--- src/rtl/nco_load_pkg.sv ---
`timescale 1ns/1ps
package nco_load_pkg;

    localparam int unsigned DEF_ACC_W  = 32;
    localparam int unsigned DEF_PH_W   = 12;
    localparam int unsigned DEF_SYNC   = 2;
    localparam int unsigned DEF_LAT    = 6;

    // Edges between capture and commit: total latency minus the alignment stages
    // minus the capture edge itself.
    function automatic int unsigned hold_edges(input int unsigned lat, input int unsigned sync);
        return lat - sync - 1;
    endfunction

    typedef struct packed {
        logic busy;
        logic err;
    } seq_flags_t;

endpackage

--- src/rtl/nco_ld_trigger.sv ---
`timescale 1ns/1ps
module nco_ld_trigger #(
    parameter int unsigned DEPTH = 2
) (
    input  logic clk,
    input  logic rst_n,
    input  logic lvl_a,
    input  logic lvl_b,
    input  logic strobe,
    output logic req
);

    typedef struct packed {
        logic [DEPTH-1:0] sync;
        logic             prev;
        logic [DEPTH-1:0] dly;
    } trig_t;

    trig_t st_d, st_q;
    logic  merged;

    always_comb begin
        merged       = lvl_a | lvl_b;
        st_d         = st_q;
        st_d.sync    = {st_q.sync[DEPTH-1:0], merged}[DEPTH-1:0];
        st_d.prev    = st_q.sync[DEPTH-1];
        st_d.dly     = {st_q.dly[DEPTH-1:0], strobe}[DEPTH-1:0];
        req          = (st_q.sync[DEPTH-1] & ~st_q.prev) | st_q.dly[DEPTH-1];
    end

    always_ff @(posedge clk or negedge rst_n) begin
        if (!rst_n) st_q <= '0;
        else        st_q <= st_d;
    end

endmodule

--- src/rtl/nco_ld_seq.sv ---
`timescale 1ns/1ps
module nco_ld_seq
    import nco_load_pkg::*;
#(
    parameter int unsigned ACC_W = 32,
    parameter int unsigned HOLD  = 3
) (
    input  logic             clk,
    input  logic             rst_n,
    input  logic             req,
    input  logic [ACC_W-1:0] word,
    output logic [ACC_W-1:0] step,
    output logic             busy,
    output logic             err
);

    localparam int unsigned CNT_W = $clog2(HOLD + 1);

    typedef struct packed {
        seq_flags_t       flg;
        logic [CNT_W-1:0] cnt;
        logic [ACC_W-1:0] hold;
        logic [ACC_W-1:0] step;
    } seq_t;

    seq_t st_d, st_q;

    always_comb begin
        st_d = st_q;
        if (st_q.flg.busy) begin
            if (req) st_d.flg.err = 1'b1;
            if (st_q.cnt == CNT_W'(1)) begin
                st_d.flg.busy = 1'b0;
                st_d.step     = st_q.hold;
                st_d.cnt      = '0;
            end else begin
                st_d.cnt = st_q.cnt - CNT_W'(1);
            end
        end else if (req) begin
            st_d.flg.busy = 1'b1;
            st_d.cnt      = CNT_W'(HOLD);
            st_d.hold     = word;
        end
    end

    always_ff @(posedge clk or negedge rst_n) begin
        if (!rst_n) st_q <= '0;
        else        st_q <= st_d;
    end

    assign step = st_q.step;
    assign busy = st_q.flg.busy;
    assign err  = st_q.flg.err;

endmodule

--- src/rtl/nco_ld_accum.sv ---
`timescale 1ns/1ps
module nco_ld_accum #(
    parameter int unsigned ACC_W = 32,
    parameter int unsigned PH_W  = 12
) (
    input  logic             clk,
    input  logic             rst_n,
    input  logic [ACC_W-1:0] step,
    output logic [ACC_W-1:0] acc,
    output logic [PH_W-1:0]  phase
);

    typedef struct packed {
        logic [ACC_W-1:0] acc;
    } acc_t;

    acc_t st_d, st_q;

    always_comb begin
        st_d     = st_q;
        st_d.acc = st_q.acc + step;
    end

    always_ff @(posedge clk or negedge rst_n) begin
        if (!rst_n) st_q <= '0;
        else        st_q <= st_d;
    end

    assign acc   = st_q.acc;
    assign phase = st_q.acc[ACC_W-1 -: PH_W];

endmodule

--- src/rtl/nco_load_ctl.sv ---
`timescale 1ns/1ps
module nco_load_ctl
    import nco_load_pkg::*;
#(
    parameter int unsigned ACC_W      = DEF_ACC_W,
    parameter int unsigned PH_W       = DEF_PH_W,
    parameter int unsigned SYNC_DEPTH = DEF_SYNC,
    parameter int unsigned LOAD_LAT   = DEF_LAT
) (
    input  logic             clk,
    input  logic             rst_n,
    input  logic             ld_pin,
    input  logic             ld_reg_bit,
    input  logic             ld_strobe,
    input  logic [ACC_W-1:0] freq_word,
    output logic [ACC_W-1:0] step_out,
    output logic [PH_W-1:0]  phase_out,
    output logic             busy,
    output logic             load_err
);

    localparam int unsigned HOLD_EDGES = hold_edges(LOAD_LAT, SYNC_DEPTH);

    logic             req_w;
    logic [ACC_W-1:0] acc_w;

    nco_ld_trigger #(.DEPTH(SYNC_DEPTH)) u_trig (
        .clk    (clk),
        .rst_n  (rst_n),
        .lvl_a  (ld_pin),
        .lvl_b  (ld_reg_bit),
        .strobe (ld_strobe),
        .req    (req_w)
    );

    nco_ld_seq #(.ACC_W(ACC_W), .HOLD(HOLD_EDGES)) u_seq (
        .clk   (clk),
        .rst_n (rst_n),
        .req   (req_w),
        .word  (freq_word),
        .step  (step_out),
        .busy  (busy),
        .err   (load_err)
    );

    nco_ld_accum #(.ACC_W(ACC_W), .PH_W(PH_W)) u_acc (
        .clk   (clk),
        .rst_n (rst_n),
        .step  (step_out),
        .acc   (acc_w),
        .phase (phase_out)
    );

endmodule

--- config.mk ---
export PLATFORM = sky130hd
export DESIGN_NAME = nco_load_ctl
export DESIGN_NICKNAME = d
export VERILOG_FILES = /design/src/rtl/nco_load_pkg.sv /design/src/rtl/nco_ld_trigger.sv /design/src/rtl/nco_ld_seq.sv /design/src/rtl/nco_ld_accum.sv /design/src/rtl/nco_load_ctl.sv
export SDC_FILE = /design/constraint.sdc
export NUM_CORES = 1
export LEC_CHECK = 0
export BUFFER_PORTS_ARGS = -buffer_cell sky130_fd_sc_hd__buf_4
export CAP_MARGIN = 5
export CORE_UTILIZATION = 46
export DETAILED_ROUTE_END_ITERATION = 8
export PLACE_DENSITY = 0.71
export SLEW_MARGIN = 25
export SYNTH_ARGS = -nofsm -noshare
export SYNTH_HDL_FRONTEND = slang
export SYNTH_SLANG_ARGS = --single-unit
--- constraint.sdc ---
create_clock -name clk -period 2.7 [get_ports clk]
set_clock_uncertainty 0.15 [all_clocks]
set_input_delay 0 -clock clk [delete_from_list [all_inputs] [get_ports clk]]
set_output_delay 0 -clock clk [all_outputs]
set_load 0.005 [all_outputs]
# Yosys cells after proc, flatten, opt, wreduce, memory -nomap -nowiden
# Cells that the tools add are included.
[word_totals]
reg_bits = 105
in_bits = 37
output_inout_bits = 46
word_cells = 27
[classes]
addsub = 2
n_eq_ne = 1
muxes = 6
bitwise = 5
n_reduce_logical = 4
[op_table]
columns = ["cell", "n"]
rows = [
  ["2-to-1 mux 34 bit", 1],
  ["adder 32 bit", 1],
  ["AND reduction 2 bit", 3],
  ["2-to-1 mux 2 bit", 2],
  ["2-to-1 mux 1 bit", 3],
  ["== test 2 x 1 -> 1 bit, second input constant", 1],
  ["NOT 1 bit", 2],
  ["OR 1 bit", 2],
  ["nonzero test 2 bit", 1],
  ["subtractor 2 x 1 -> 2 bit, second input constant", 1],
  ["AND 1 bit", 1],
]

# Depth between registers and ports, before layout
[depth]
ltp_word = 5
mapped_depth = 8

# Modules after synthesis
# A second synthesis with hierarchy kept.
[unflattened]
hier_cells = 475
hier_area_um2 = 5751.8
[by_module_without_submodules]
columns = ["mod", "instances", "cells_each", "area_per_inst_um2"]
rows = [
  ["nco_ld_seq", 1, 183, 2970.3],
  ["nco_ld_accum", 1, 284, 2638.8],
  ["nco_ld_trigger", 1, 8, 142.6],
]

# Worst setup path before layout
# No wires, ideal clock.
[synth_timing]
kind = "register to register"
from = "reg u_seq.st_q (netlist bit u_seq.step[1])"
to = "reg u_acc.st_q (netlist bit u_acc.acc[25])"
setup_time_ps = 120
arrival_ps = 2227
setup_slack_ps = 202
path_stages_with_launch = 8
cell_sequence = "dfrtp_1 -> ha_1 -> a211oi_2 -> o211ai_2 -> a311o_1 -> and4_4 -> or4b_1 -> o211a_1"
[synth_lines]
columns = ["item", "line", "rtl"]
rows = [
  ["from (decl)", "nco_ld_seq.sv:26", "seq_t st_d, st_q;"],
  ["from (signal assigned)", "nco_ld_seq.sv:48", "else st_q <= st_d;"],
  ["to (signal assigned)", "nco_ld_accum.sv:26", "else st_q <= st_d;"],
  ["to (decl)", "nco_ld_accum.sv:17", "acc_t st_d, st_q;"],
]

==> flow_summary.yaml <==
grt:
  grt_max_degree: 54
  antenna_found_initial: 0
  overflow: 0
  grt_use_total: 0.1950
  grt_first_pass_wirelength_um: 19310
  grt_pass1_vias: 4053
routing:
  vias: 3921
  wl_um: 11280
  firstDrtPassIters: 6
  remaining_drc_errors: 3
  via_per_inst: 5.393
  drtAntennaViolNets: 0
  wire_per_inst_um: 15.52
  drt_iter0_drc: 146
sta:
  worst_slack_ps: 72.45
  slew_headroom: 0.5324
  hold_viol_final: 0
  slew_violations: 0
  period_needed_ps: 2628
  fin_worst_hold_slack_ps: 81.03
  worst_pin_slew_ps: 701.4
  period_share: 0.9732
  rsz0062_at_grt: "no"
  clock.fmax_mhz: 380.6
  setup_viol: 0
final_layout:
  drive_above_1_share: 0.3408
  fin_nets: 649
  instances_no_fill: 727
  diodes: 0
  area_growth_pct: 22.71
floorplanning:
  die_y_um: 112.2
  initial_utilization: 0.4809
  rows: 39
  core_mm2: 0.01161
  io_pins: 83
  die_w_um: 112.2
  dieArea_mm2: 0.01259
clock_tree:
  clockBufferDepth: 2
  htreeDepth: 3
  cts_inserted_buffers: 9
  clk_latency_ps: 350
  clk_root_buffer_cell: "clkbuf_16"
  clock-sinks: 105
  cts_tree: "done"
  clk_pin_slew_ps: 70
critical_path:
  slowest_delay_ps: 490
  crit_path_end_kind: "flop"
  cp_max_fo: 4
  cp_data_arrival_time_ps: 2720
  worstSetupStartpointType: "flop"
  r2r_cells: 7
  crit_chain: "ha_4 -> o211ai_1 -> nand2_2 -> a311o_1 -> and4_4 -> or4b_1 -> o211a_1"
  critPathKind: "reg -> reg"
  required_ps: 2790
  slowest_stage: "or4b_1"
  crit_family: "simple AND/OR/NAND/NOR gates"
  critical_path_buf_inv_count: 0
  path_depth: 7
pwr:
  powerDensity_mw_per_mm2: 1560
  leakagePower_nw: 3.003
  power_mw: 10.69
  peakVddDrop_uv: 660.2
outcome:
  violations: "design-rule violations"
  outcome: "finished with violations"
yosys:
  syn_area_per_cell_um2: 11.38
  yosysTopAreaCellShare: 0.4704
  synth_area_leaders: "dfrtp_1 (47%), mux2_2 (13%), ha_1 (7.2%)"
  synthArstFlopShare: 1.000
  synthAdderAreaFrac: 0.07527
  synth_xor_area_frac: 0.04391
  synth_area_mm2: 0.005585
  syn_inst: 491
  synth.area.mux_share: 0.1308
  synth_edf_count: 0
  ys.flop_type: "dfrtp_1"
  synth-compound-area-share: 0.1375
  synth-seq-cells: 105
  synth_top_family_by_area: "compound AO/OA/AOI/OAI gates"
  ys_seq_area_frac: 0.4704
  synth_fp_nets: 561
  synth.distinct_cells: 54
  synth_warnings: 0
  yosys.area.top_type: "dfrtp_1"
  yosys.area_share.simple: 0.06653
placement:
  dp_slack_ps: -28.14
  place.detailed.hpwl_um: 8146
  io_buffers: 82
  place_congestion: 0.8637
  placedCellCount: 673
flow_run:
  max-cap-violations: 0
min_path:
  hold_class: "in -> async"
==> Yosys cell counts (2+ instances only) <==
master,count
o21ai_0,25
a21o_1,5
o211ai_1,9
dfrtp_1,105
ha_1,32
nand3_1,6
mux2_2,63
nand4_1,5
nor2_1,21
or4_1,3
buf_4,45
o21bai_1,3
a31oi_1,4
nor3_1,7
o31ai_1,2
a21oi_1,40
o21a_1,5
and2_1,3
xnor2_1,20
a211oi_1,10
nand2_1,22
buf_1,6
xor2_1,8
o2111ai_1,2
inv_1,7
clkbuf_1,5
==> cell type report <==
| cell class | instances | area, µm² |
|---|---|---|
| repair buffers | 135 | 1116 |
| clock buffers | 10 | 239.0 |
| clock inverters | 6 | 66.31 |
| flip-flops and latches | 105 | 2628 |
| well taps | 143 | 178.9 |
| inverters | 7 | 26.28 |
| fillers | 976 | 4760 |
| multi-input cells | 321 | 2600 |
==> what timing repair did <==
item / in CTS / in global routing
setup endpoints to repair: 2 / 6
pin swaps: 1 / 4
hold buffers: 36 / 0
hold endpoints to repair: 86 / 0
gates resized for setup: 1 / 12
buffers inserted: 1 / 1
==> state kept, by name, indices dropped and copies added (netlist names) <==
name,cells
u_seq.st_q,34
u_acc.acc,32
u_seq.step,32
u_trig.st_d,3
u_trig.st_q,2
u_seq.busy,1
u_seq.err,1
==> kinds of logic after synthesis <==
group,after synthesis
adder cells (fa/ha/maj),33
flip-flops,105
AND/OR/NAND/NOR,76
buffers and inverters,65
AO/OA/AOI/OAI,119
multiplexers,65
XOR/XNOR,28
==> layer usage <==
metal / routed length (µm) / part of all wire / vias to the layer above / track usage
met5: 0 / 0 / - / 0
met4: 159 / 0.014 / 0 / 0.05600
met3: 566 / 0.050 / 13 / 0.06317
met2: 5353 / 0.47 / 99 / 0.3193
met1: 5202 / 0.46 / 1898 / 0.2480
li1: - / - / 1911 / -
==> per-stage QoR <==
stage / TNS [ps] / utilization / area, µm²
CTS: 0 / 0.5850 / 6794
finish: 0 / 0.5902 / 6854
detailed placement: -28.14 / 0.5267 / 6117
floorplan: 0 / - / 5585
global route: 0 / 0.5902 / 6854
global placement: -15.29 / 0.5267 / 6117
==> final timing paths <==
| check | startpoint | end | slack (ps) |
|---|---|---|---|
| max | u_seq.step[5] | u_acc.acc[25] | 70 |
| min | rst_n | u_trig.st_q[1] | 80 |
| max reg2reg | u_seq.step[5] | u_acc.acc[25] | 70 |
| min reg2reg | u_trig.st_d[4] | u_trig.st_d[2] | 200 |
| max in group asynchronous | rst_n | u_acc.acc[15] | 1590 |
| min in group clk | ld_strobe | u_trig.st_d[1] | 150 |
==> power by group <==
part	switching (mW)	internal [mW]
Combinational	3.29	3.15
Sequential	0.492	2.43
Clock	0.583	0.745
Total	4.37	6.33
==> cells in the final DEF, fill, tap and decap left out, drive strengths merged, types with 3 or more instances in the layout <==
cell type	n
or4	3
a21oi	41
nor2	21
o21a	5
mux2	64
xor2	8
nand2	23
o21bai	3
clkinvlp	3
buf	99
a21o	6
dlygate4sd3	36
a211oi	11
xnor2	20
o211ai	10
and2	4
nand4	5
clkbuf	10
nor3	8
dfrtp	105
a31oi	4
ha	32
inv	8
o21ai	25
nand3	6
==> worst reg2reg max path, stage by stage, from the launching register on <==
cell	delay, ps
dfrtp_1	430
ha_4	280
o211ai_1	310
nand2_2	130
a311o_1	370
and4_4	220
or4b_1	500
o211a_1	140
(Power assumes the default switching activity.)
